**config.mk**
```make
export PLATFORM = sky130hd
export DESIGN_NAME = uart_irq_prio
export DESIGN_NICKNAME = d
export VERILOG_FILES = /design/src/rtl/uirq_pkg.sv /design/src/rtl/uirq_datapath.sv /design/src/rtl/uirq_ctrl.sv /design/src/rtl/uart_irq_prio.sv
export SDC_FILE = /design/constraint.sdc
export NUM_CORES = 1
export LEC_CHECK = 0
export BUFFER_PORTS_ARGS = -buffer_cell sky130_fd_sc_hd__buf_2
export CAP_MARGIN = 20
export CORE_AREA = 3 3 40 42
export DETAILED_ROUTE_END_ITERATION = 10
export DIE_AREA = 0 0 43 45
export PLACE_DENSITY_LB_ADDON = 0.08
export RECOVER_POWER = 50
export SYNTH_ARGS = -nofsm -noshare
export SYNTH_HDL_FRONTEND = slang
export SYNTH_SLANG_ARGS = --single-unit
```
**constraint.sdc**
```tcl
create_clock -name clk -period 1.7 [get_ports clk]
set_input_delay 0.17 -clock clk [delete_from_list [all_inputs] [get_ports clk]]
set_output_delay 0.17 -clock clk [all_outputs]
set_load 0.1 [all_outputs]
```
**src/rtl/uirq_pkg.sv**
```systemverilog
package uirq_pkg;
  localparam int EN_W = 4;
  localparam int ID_W = 3;

  localparam int EN_RX = 0;
  localparam int EN_TX = 1;
  localparam int EN_LS = 2;
  localparam int EN_MS = 3;

  localparam logic [EN_W-1:0] IER_RESET = 4'b0010;

  typedef enum logic [ID_W-1:0] {
    ID_MODEM = 3'b000,
    ID_TXE   = 3'b001,
    ID_RXD   = 3'b010,
    ID_LINE  = 3'b011,
    ID_TMO   = 3'b110
  } irqId_e;

  typedef struct packed {
    logic ierLoad;
    logic txSet;
    logic txClrWr;
    logic txClrRd;
  } ctrlStrb_t;
endpackage

```
**src/rtl/uirq_datapath.sv**
```systemverilog
module uirq_datapath
  import uirq_pkg::*;
#(
  parameter int WIDTH = EN_W,
  parameter logic [WIDTH-1:0] RST_VAL = IER_RESET
) (
  input  logic             clk,
  input  logic             rstN,
  input  ctrlStrb_t        strb,
  input  logic [WIDTH-1:0] ierData,
  input  logic             thrEmpty,
  output logic [WIDTH-1:0] ierQ,
  output logic             txPendQ,
  output logic             thrRise
);
  logic thrEmptyQ;

  // Enable register
  always_ff @(posedge clk or negedge rstN) begin
    if (!rstN) ierQ <= RST_VAL;
    else if (strb.ierLoad) ierQ <= ierData;
  end

  // Holding-register-empty history, reset as empty so no spurious edge appears
  always_ff @(posedge clk or negedge rstN) begin
    if (!rstN) thrEmptyQ <= 1'b1;
    else thrEmptyQ <= thrEmpty;
  end

  assign thrRise = thrEmpty & ~thrEmptyQ;

  // Transmit-empty pending latch: write clear > arm > read clear
  always_ff @(posedge clk or negedge rstN) begin
    if (!rstN) txPendQ <= 1'b1;
    else if (strb.txClrWr) txPendQ <= 1'b0;
    else if (strb.txSet) txPendQ <= 1'b1;
    else if (strb.txClrRd) txPendQ <= 1'b0;
  end
endmodule

```
**src/rtl/uirq_ctrl.sv**
```systemverilog
module uirq_ctrl
  import uirq_pkg::*;
#(
  parameter int WIDTH = EN_W
) (
  input  logic             ierWe,
  input  logic             ierTxNew,
  input  logic [WIDTH-1:0] ierQ,
  input  logic             txPendQ,
  input  logic             thrRise,
  input  logic             thrEmpty,
  input  logic             idRead,
  input  logic             thrWrite,
  input  logic             lineEvt,
  input  logic             rxReady,
  input  logic             rxTimeout,
  input  logic             modemEvt,
  input  logic             mcrIrqEn,
  input  logic             selPin,
  output ctrlStrb_t        strb,
  output logic [ID_W-1:0]  intId,
  output logic             noIntPending,
  output logic             irqLevel,
  output logic             irqOutEn
);
  logic lsAct, rxdAct, tmoAct, txAct, msAct;
  irqId_e curId;
  logic   noneAct;

  assign lsAct  = lineEvt   & ierQ[EN_LS];
  assign rxdAct = rxReady   & ierQ[EN_RX];
  assign tmoAct = rxTimeout & ierQ[EN_RX];
  assign txAct  = txPendQ   & ierQ[EN_TX];
  assign msAct  = modemEvt  & ierQ[EN_MS];

  // Fixed-order priority pick
  always_comb begin
    noneAct = 1'b0;
    if (lsAct)       curId = ID_LINE;
    else if (rxdAct) curId = ID_RXD;
    else if (tmoAct) curId = ID_TMO;
    else if (txAct)  curId = ID_TXE;
    else if (msAct)  curId = ID_MODEM;
    else begin
      curId   = ID_MODEM;
      noneAct = 1'b1;
    end
  end

  always_comb begin
    strb.ierLoad = ierWe;
    strb.txClrWr = thrWrite;
    strb.txClrRd = idRead & ~noneAct & (curId == ID_TXE);
    strb.txSet   = thrRise | (ierWe & ierTxNew & ~ierQ[EN_TX] & thrEmpty);
  end

  assign intId        = curId;
  assign noIntPending = noneAct;
  assign irqLevel     = ~noneAct;
  assign irqOutEn     = selPin | mcrIrqEn;
endmodule

```
**src/rtl/uart_irq_prio.sv**
```systemverilog
module uart_irq_prio
  import uirq_pkg::*;
#(
  parameter int WIDTH = EN_W
) (
  input  logic             clk,
  input  logic             rstN,
  input  logic             ierWe,
  input  logic [WIDTH-1:0] ierData,
  input  logic             idRead,
  input  logic             thrWrite,
  input  logic             lineEvt,
  input  logic             rxReady,
  input  logic             rxTimeout,
  input  logic             thrEmpty,
  input  logic             modemEvt,
  input  logic             mcrIrqEn,
  input  logic             selPin,
  output logic [ID_W-1:0]  intId,
  output logic             noIntPending,
  output logic             irqLevel,
  output logic             irqOutEn
);
  ctrlStrb_t        strb;
  logic [WIDTH-1:0] ierQ;
  logic             txPendQ;
  logic             thrRise;

  uirq_datapath #(.WIDTH(WIDTH)) uDp (
    .clk      (clk),
    .rstN     (rstN),
    .strb     (strb),
    .ierData  (ierData),
    .thrEmpty (thrEmpty),
    .ierQ     (ierQ),
    .txPendQ  (txPendQ),
    .thrRise  (thrRise)
  );

  uirq_ctrl #(.WIDTH(WIDTH)) uCtl (
    .ierWe        (ierWe),
    .ierTxNew     (ierData[EN_TX]),
    .ierQ         (ierQ),
    .txPendQ      (txPendQ),
    .thrRise      (thrRise),
    .thrEmpty     (thrEmpty),
    .idRead       (idRead),
    .thrWrite     (thrWrite),
    .lineEvt      (lineEvt),
    .rxReady      (rxReady),
    .rxTimeout    (rxTimeout),
    .modemEvt     (modemEvt),
    .mcrIrqEn     (mcrIrqEn),
    .selPin       (selPin),
    .strb         (strb),
    .intId        (intId),
    .noIntPending (noIntPending),
    .irqLevel     (irqLevel),
    .irqOutEn     (irqOutEn)
  );
endmodule

```
## Word-level counts from Yosys, hierarchy flattened

Index checks and enable logic that the tools add are counted.

| storage, ports and cells | value |
|---|---|
| input bits | 16 |
| word-level logic and storage cells | 33 |
| register bits | 6 |

| cells by class | value |
|---|---|
| equal/unequal tests | 1 |
| reduce and logical (&&, ||, !) cells | 1 |
| bitwise operators | 16 |
| multiplexer cells | 12 |

Operators by type and width:

| kind | count |
|---|---|
| 1-bit AND | 11 |
| 1-bit two-way mux | 9 |
| 3-bit two-way mux | 3 |
| 3-bit by 1-bit == test with 1-bit output (second input constant) | 1 |
| 1-bit inverter | 3 |
| 3-bit nonzero test | 1 |
| 1-bit OR | 2 |

## Depth between registers and ports, before layout

Gate-level depths: netlist of the first run.

| logic depth | value |
|---|---|
| word-level depth | 12 |
| depth in mapped cells | 3 |
| gate-level depth less buffers | 3 |

## Cells and area by module

From an unflattened synthesis of the first run, not the netlist that was laid out.

| unflattened totals | value |
|---|---|
| cells, all modules | 30 |
| area, all modules | 325.3 sq um |

By module, submodules not included:

| module | seq. area each (sq um) | area an instance (sq um) | instances | cells each |
|---|---|---|---|---|
| uirq_datapath | 153.9 | 220.2 | 1 | 14 |
| uirq_ctrl | 0.0 | 105.1 | 1 | 16 |

## Worst setup path after synthesis of the first run

Ideal clock, no wire load.

| timing | value |
|---|---|
| kind | flip-flop to output port |
| start point | register uDp.ierQ[0] |
| end point | output noIntPending |
| cell stages (with the launch flop) | 4 |
| path buffers | 0 |
| setup slack | -1669 ps |
| arrival time | 3199 ps |
| required time | 1530 ps |
| cell sequence | dfrtp_1 > o21ai_2 > nand2_2 > a221oi_1 |

| on the way | value |
|---|---|
| longest elaborated chain between the ends | 4 |
| elaborated cells on any way between the ends | 5 |

RTL lines:

| item | RTL line | RTL |
|---|---|---|
| start: declaration | uirq_datapath.sv:12 | `output logic [WIDTH-1:0] ierQ,` |
| start signal: assignment | uirq_datapath.sv:21 | `else if (strb.ierLoad) ierQ <= ierData;` |
| 1-bit AND | uirq_ctrl.sv:32 | `assign tmoAct = rxTimeout & ierQ[EN_RX];` |
| 1-bit two-way mux | uirq_ctrl.sv:41 | `else if (tmoAct) curId = ID_TMO;` |
| 1-bit two-way mux (*) | uirq_ctrl.sv:40 | `else if (rxdAct) curId = ID_RXD;` |
| 1-bit two-way mux (*) | uirq_ctrl.sv:39 | `if (lsAct) curId = ID_LINE;` |
| end: declaration | uart_irq_prio.sv:20 | `output logic noIntPending,` |

Mark *: on every way between the ends. The rest lies on a longest branch, timed or not.

## Worst setup path after layout of the first run

| timing | value |
|---|---|
| start point | register uDp.ierQ[0] |
| end point | output irqLevel |

| on the way | value |
|---|---|
| longest elaborated chain between the ends | 5 |
| elaborated cells on any way between the ends | 6 |

RTL lines:

| item | RTL line | RTL |
|---|---|---|
| 1-bit AND | uirq_ctrl.sv:32 |  |
| 1-bit two-way mux | uirq_ctrl.sv:41 |  |
| 1-bit two-way mux (*) | uirq_ctrl.sv:40 |  |
| 1-bit two-way mux (*) | uirq_ctrl.sv:39 |  |
| 1-bit inverter (*) | uirq_ctrl.sv:59 | `assign irqLevel = ~noneAct;` |
| end: declaration | uart_irq_prio.sv:21 | `output logic irqLevel,` |

Marked as above.

==> flow_metrics.env, run 1 <==
export IMPL_pin_count=22
export IMPL_async_flop_share_pct=100
export IMPL_synth_area_leaders="dfstp_2 27%, dfrtp_1 25%, mux2_2 11%"
export IMPL_ys_types=17
export IMPL_timing_rr_start="uDp.ierQ[1]$_DFFE_PN1P_"
export IMPL_grt_max_degree=7
export IMPL_finClkSkew_ns=0.00302
export IMPL_hpwl_um=634
export IMPL_dieArea_um2=1940
export IMPL_outcome="complete, no violations"
export IMPL_synth_common_cells="3 x dfrtp_1, 3 x dfstp_2, 3 x mux2_2"
export IMPL_setup_viol_count_final=0
export IMPL_grt_pass1_wl_um=1170
export IMPL_layout_setup_ws_ns=0.102
export IMPL_avgSynthCellArea_um2=10.9
export IMPL_clock_latency_ns=0.24
export IMPL_syn_area_um2=295
export IMPL_ys_ff_latch=6
export IMPL_worst_ep_arrival_time_ns=1.43
export IMPL_synth_edf_count=0
export IMPL_yosysTopAreaCell="dfstp_2"
export IMPL_initial_core_util_pct=23.0
export IMPL_drv_max_cap_violation_count=0
export IMPL_routedWlPerCell_um=10.6
export IMPL_clk_pin_slew_ns=0.05
export IMPL_drc=0
export IMPL_gp_congestion=0.622
export IMPL_htree_levels=1
export IMPL_power_density_nw_per_um2=1060
export IMPL_finalCritPeriodShare_pct=94.0
export IMPL_drt_total_wl_um=718
export IMPL_ys_seq_area_share_pct=52.1
export IMPL_slew_viol_final=0
export IMPL_ctsRootBufferMaster="clkbuf_4"
export IMPL_row_count=13
export IMPL_netlist_area_leader_share_pct=26.7
export IMPL_crit_type="reg -> out"
export IMPL_worstMarginPinSlew_ns=0.486
export IMPL_timing_fmax_ghz=0.626
export IMPL_fp_dieW_um=43
export IMPL_place_ws_ns=0.300
export IMPL_finalHoldViolCount=0
export IMPL_ant_nets=0
export IMPL_max_slew_margin_pct=67.8
export IMPL_die_height_um=45
export IMPL_path_cells="o21ai_2 > nand2_2 > a221o_2 > buf_2"
export IMPL_drive_above_1_share_pct=67.9
export IMPL_vdd_drop_max_mv=0.347
export IMPL_hold_path_class="in -> reg"
export IMPL_drtPass1Iterations=3
export IMPL_critPathBufInv=1
export IMPL_numCtsBuffers=3
export IMPL_grt_pass1_vias=279
export IMPL_start_kind="register"
export IMPL_slowest_delay_ns=0.40
export IMPL_cts_tree="yes"
export IMPL_vias=292
export IMPL_diodes=0
export IMPL_worstPathMaxFanout=3
export IMPL_cp_startpoint="uDp.ierQ[0]$_DFFE_PN0P_"
export IMPL_syn_nets=43
export IMPL_fin_crit_ns=1.60
export IMPL_cp_end_kind="primary output"
export IMPL_antenna_found_initial=0
export IMPL_leakage_nw=0.227
export IMPL_drtIter0Drc=3
export IMPL_critPathTopFamily="flip-flops"
export IMPL_grt_overflow=0
export IMPL_core_area_um2=1280
export IMPL_vias_per_cell=4.29
export IMPL_netlist_instances=27
export IMPL_fin_nets=70
export IMPL_clock_sinks=6
export IMPL_ys_flop_type="dfstp_2"
export IMPL_rsz0062_at_grt="false"
export IMPL_timing_hold_ws_ns=0.0401
export IMPL_numPortBuffers=21
export IMPL_yosys_warnings=0
export IMPL_cp_slowest_cell="dfrtp_1"
export IMPL_area_growth_pct=61.9
export IMPL_holdCritStartpoint="thrEmpty"
export IMPL_grt_usage_pct=8.45
export IMPL_cp_required_ns=1.53
export IMPL_cts_buffer_depth=2
-- metal layers --
| metal | routed length (um) | global-route usage (%) |
|---|---|---|
| met5 | 0 | 0 |
| met4 | 0 | 7.23 |
| met3 | 57 | 2.39 |
| met2 | 365 | 14.1 |
| met1 | 294 | 8.80 |
-- final cells by class --
class	instances	area, um2
flip-flops and latches	6	154
clock buffers	4	26.3
multi-input cells	19	155
repair buffers	22	116
well taps	15	18.8
fillers	144	807
inverters	2	7.51
-- worst register-to-register path, stage by stage, from the launching register on --
cell	delay, ns
dfstp_2	0.59
o21ai_1	0.09
a32o_1	0.25
-- cell families (layout without fill, tap and decap cells) --
logic type / count (synthesis) / count (layout) / synth area share (%)
compound gates: 6 / 6 / 16.1
buf+inv: 2 / 28 / 2.54
flops: 6 / 6 / 52.1
mux: 3 / 3 / 11.4
simple gates: 10 / 10 / 17.8
-- placed cells by master, fill, tap and decap left out, types with 2 or more instances in the layout --
cell type,count
clkbuf_4,4
dfrtp_1,3
clkbuf_1,2
nand2_2,2
nand2_1,2
buf_2,19
dfstp_2,3
inv_1,2
nand3_1,2
mux2_2,3
-- registers in the layout, summed over array words and instances, names as in the netlist --
| name | count |
|---|---|
| uDp.txPendQ | 1 |
| uDp.thrEmptyQ | 1 |
| uDp.ierQ | 4 |
-- worst paths after layout --
kind / end / slack, ns / cells after the start
setup / recovery: irqLevel / 0.10 / 4
hold / removal: uDp.thrEmptyQ$_DFF_PN1_ / 0.04 / 1
setup reg to reg: uDp.txPendQ$_DFFE_PN1P_ / 0.69 / 2
hold reg to reg: uDp.ierQ[2]$_DFFE_PN0P_ / 0.54 / 1
max in group asynchronous: uDp.ierQ[1]$_DFFE_PN1P_ / 1.08 / 2
min in group asynchronous: uDp.ierQ[3]$_DFFE_PN0P_ / 0.33 / 2
-- stage by stage --
step                cells  TNS, ns  area, um2  total power [W]  util [%]
detailed placement     63        0        440         0.000367      34.3
global route           68        0        478         0.000537      37.2
floorplan              27   -0.246        317         0.000323         -
global placement       63        0        440         0.000364      34.3
finish                 68        0        478         0.000505      37.2
CTS                    68        0        477         0.000516      37.1
-- what timing repair did --
action,in CTS,in global routing
buffers inserted,0,0
gates resized for setup,0,1
setup endpoints to repair,0,1
hold buffers,1,0
endpoints found under the hold margin,6,0
-- power breakdown --
part           internal, W  switching (W)
clock network    0.0000888      0.0000498
registers         0.000161      0.0000156
logic            0.0000492       0.000141
(Power assumes the default switching activity.)
==> inputs of run 2 (changes only) <==
--- a/config.mk
+++ b/config.mk
@@ -10,7 +10,6 @@
 export CORE_AREA = 3 3 40 42
 export DETAILED_ROUTE_END_ITERATION = 10
 export DIE_AREA = 0 0 43 45
-export PLACE_DENSITY_LB_ADDON = 0.08
 export RECOVER_POWER = 50
 export SYNTH_ARGS = -nofsm -noshare
 export SYNTH_HDL_FRONTEND = slang
==> flow_metrics.env, run 2 (synthesis gave the netlist of run 1 again) <==
export IMPL_cts_buffer_depth=2
export IMPL_grt_max_degree=7
export IMPL_final_common_cell="buf_2"
export IMPL_outcome="complete, no violations"
export IMPL_start_kind="register"
export IMPL_cp_slowest_cell="dfrtp_1"
export IMPL_setup_viol_count_final=0
export IMPL_finClkSkew_ns=0.00480
export IMPL_fin_nets=70
export IMPL_slew_viol_final=0
export IMPL_power_density_nw_per_um2=1050
export IMPL_drt_total_wl_um=718
export IMPL_cp_depth=4
export IMPL_gp_congestion=0.694
export IMPL_final_util_pct=38.1
export IMPL_clock_latency_ns=0.24
export IMPL_rsz0062_at_grt="false"
export IMPL_reg_largest_list="uDp.ierQ (4), uDp.thrEmptyQ (1), uDp.txPendQ (1)"
export IMPL_dp_cells=63
export IMPL_power_w=0.000514
export IMPL_clk_pin_slew_ns=0.05
export IMPL_drtPass1Iterations=3
export IMPL_seq_power_share_pct=34.3
export IMPL_vias=294
export IMPL_max_slew_margin_pct=67.5
export IMPL_numPortBuffers=21
export IMPL_leakage_nw=0.229
export IMPL_critPathBufInv=1
export IMPL_finalCritPeriodShare_pct=93.3
export IMPL_slowest_delay_ns=0.39
export IMPL_grt_pass1_vias=284
export IMPL_dieArea_um2=1940
export IMPL_htree_levels=1
export IMPL_vias_per_cell=4.32
export IMPL_timing_fmax_ghz=0.630
export IMPL_largest_reg_flops=4
export IMPL_worstMarginPinSlew_ns=0.490
export IMPL_drive_above_1_share_pct=66.0
export IMPL_area_growth_pct=65.7
export IMPL_finalHoldViolCount=0
export IMPL_hold_path_cell_count=1
export IMPL_worst_ep_arrival_time_ns=1.42
export IMPL_cp_required_ns=1.53
export IMPL_p_int_w=0.000307
export IMPL_diodes=0
export IMPL_switching_power_w=0.000207
export IMPL_core_area_um2=1280
export IMPL_cts_tree="yes"
export IMPL_drv_max_cap_violation_count=0
export IMPL_top_register="uDp.ierQ"
export IMPL_row_count=13
export IMPL_p_comb_share_pct=39.0
export IMPL_stdcell_count=68
export IMPL_sw_frac_of_total_pct=40.3
export IMPL_drtIter0Drc=3
export IMPL_ctsResizeCount=0
export IMPL_postCtsSetupBuffers=0
export IMPL_fin_crit_ns=1.59
export IMPL_grt_pass1_wl_um=1100
export IMPL_routedWlPerCell_um=10.6
export IMPL_critPathTopFamily="flip-flops"
export IMPL_cp_end_kind="primary output"
export IMPL_numCtsBuffers=3
export IMPL_r2r_cells=2
export IMPL_crit_type="reg -> out"
export IMPL_drc=0
export IMPL_fp_dieW_um=43
export IMPL_die_height_um=45
export IMPL_timing_hold_ws_ns=0.0425
export IMPL_hold_path_class="in -> reg"
export IMPL_initial_core_util_pct=23.0
export IMPL_path_cells="o21ai_2 > nand2_2 > a221o_2 > buf_2"
export IMPL_antenna_found_initial=0
export IMPL_vdd_drop_max_mv=0.362
export IMPL_grt_overflow=0
export IMPL_ant_nets=0
export IMPL_worstPathMaxFanout=3
export IMPL_grt_usage_pct=8.47
export IMPL_clock_sinks=6
export IMPL_clkPwrFrac_pct=26.7
export IMPL_ctsRootBufferMaster="clkbuf_4"
export IMPL_pin_count=22
## run 2: cell types whose count changed in the layout (fill, tap and decap cells not counted)
| cell | delta |
|---|---|
| buf_2 | -1 |
| buf_12 | +1 |
| clkbuf_4 | -1 |
| clkbuf_1 | +1 |
## run 2: final cells by class
cell class / instances / area, um2
fillers: 131 / 796
flip-flops and latches: 6 / 154
clock buffers: 4 / 26.3
inverters: 2 / 7.51
well taps: 15 / 18.8
multi-input cells: 19 / 155
repair buffers: 22 / 128
## run 2: per-stage QoR
step | instance area [um2] | setup slack (ns) | setup TNS, ns
floorplan | 317 | -0.246 | -0.246
global placement | 455 | 0.383 | 0
detailed placement | 455 | 0.362 | 0
CTS | 492 | 0.0919 | 0
global route | 489 | 0.0441 | 0
finish | 489 | 0.113 | 0
## run 2: what timing repair did
action,CTS,global route
hold endpoints to repair,6,0
setup endpoints to repair,0,0
hold buffers,1,0
## run 2: worst register-to-register path, stage by stage (launching register included)
cell	delay, ns
dfstp_2	0.59
o21ai_1	0.09
a32o_1	0.25
## run 2: power groups by stage
| stage | combinational (W) | clock, W | sequential [W] |
|---|---|---|---|
| 2_1_floorplan | 0.000149 | 0 | 0.000174 |
| 3_3_place_gp | 0.000200 | 0 | 0.000177 |
| 3_5_place_dp | 0.000201 | 0 | 0.000179 |
| 4_1_cts | 0.000203 | 0.000147 | 0.000177 |
| 5_1_grt | 0.000210 | 0.000153 | 0.000178 |
| 6_report | 0.000201 | 0.000137 | 0.000177 |
## run 2: routing by layer
| metal | vias up | share of wire [%] | wire length, um | track usage, % |
|---|---|---|---|---|
| li1 | 151 | - | - | - |
| met1 | 131 | 41 | 297 | 7.62 |
| met2 | 12 | 51 | 369 | 13.8 |
| met3 | 0 | 7.1 | 51 | 3.59 |
| met4 | 0 | 0 | 0 | 9.04 |
| met5 | - | 0 | 0 | 0 |
## run 2: path summary, 6_finish.rpt
kind                                         start                       to  slack, ns
setup reg to reg           uDp.ierQ[1]$_DFFE_PN1P_  uDp.txPendQ$_DFFE_PN1P_       0.70
max in group asynchronous                     rstN  uDp.txPendQ$_DFFE_PN1P_       1.08
hold reg to reg            uDp.ierQ[1]$_DFFE_PN1P_  uDp.ierQ[1]$_DFFE_PN1P_       0.53
setup / recovery           uDp.ierQ[0]$_DFFE_PN0P_                 irqLevel       0.11
min in group asynchronous                     rstN  uDp.ierQ[3]$_DFFE_PN0P_       0.33
hold / removal                            thrEmpty  uDp.thrEmptyQ$_DFF_PN1_       0.04
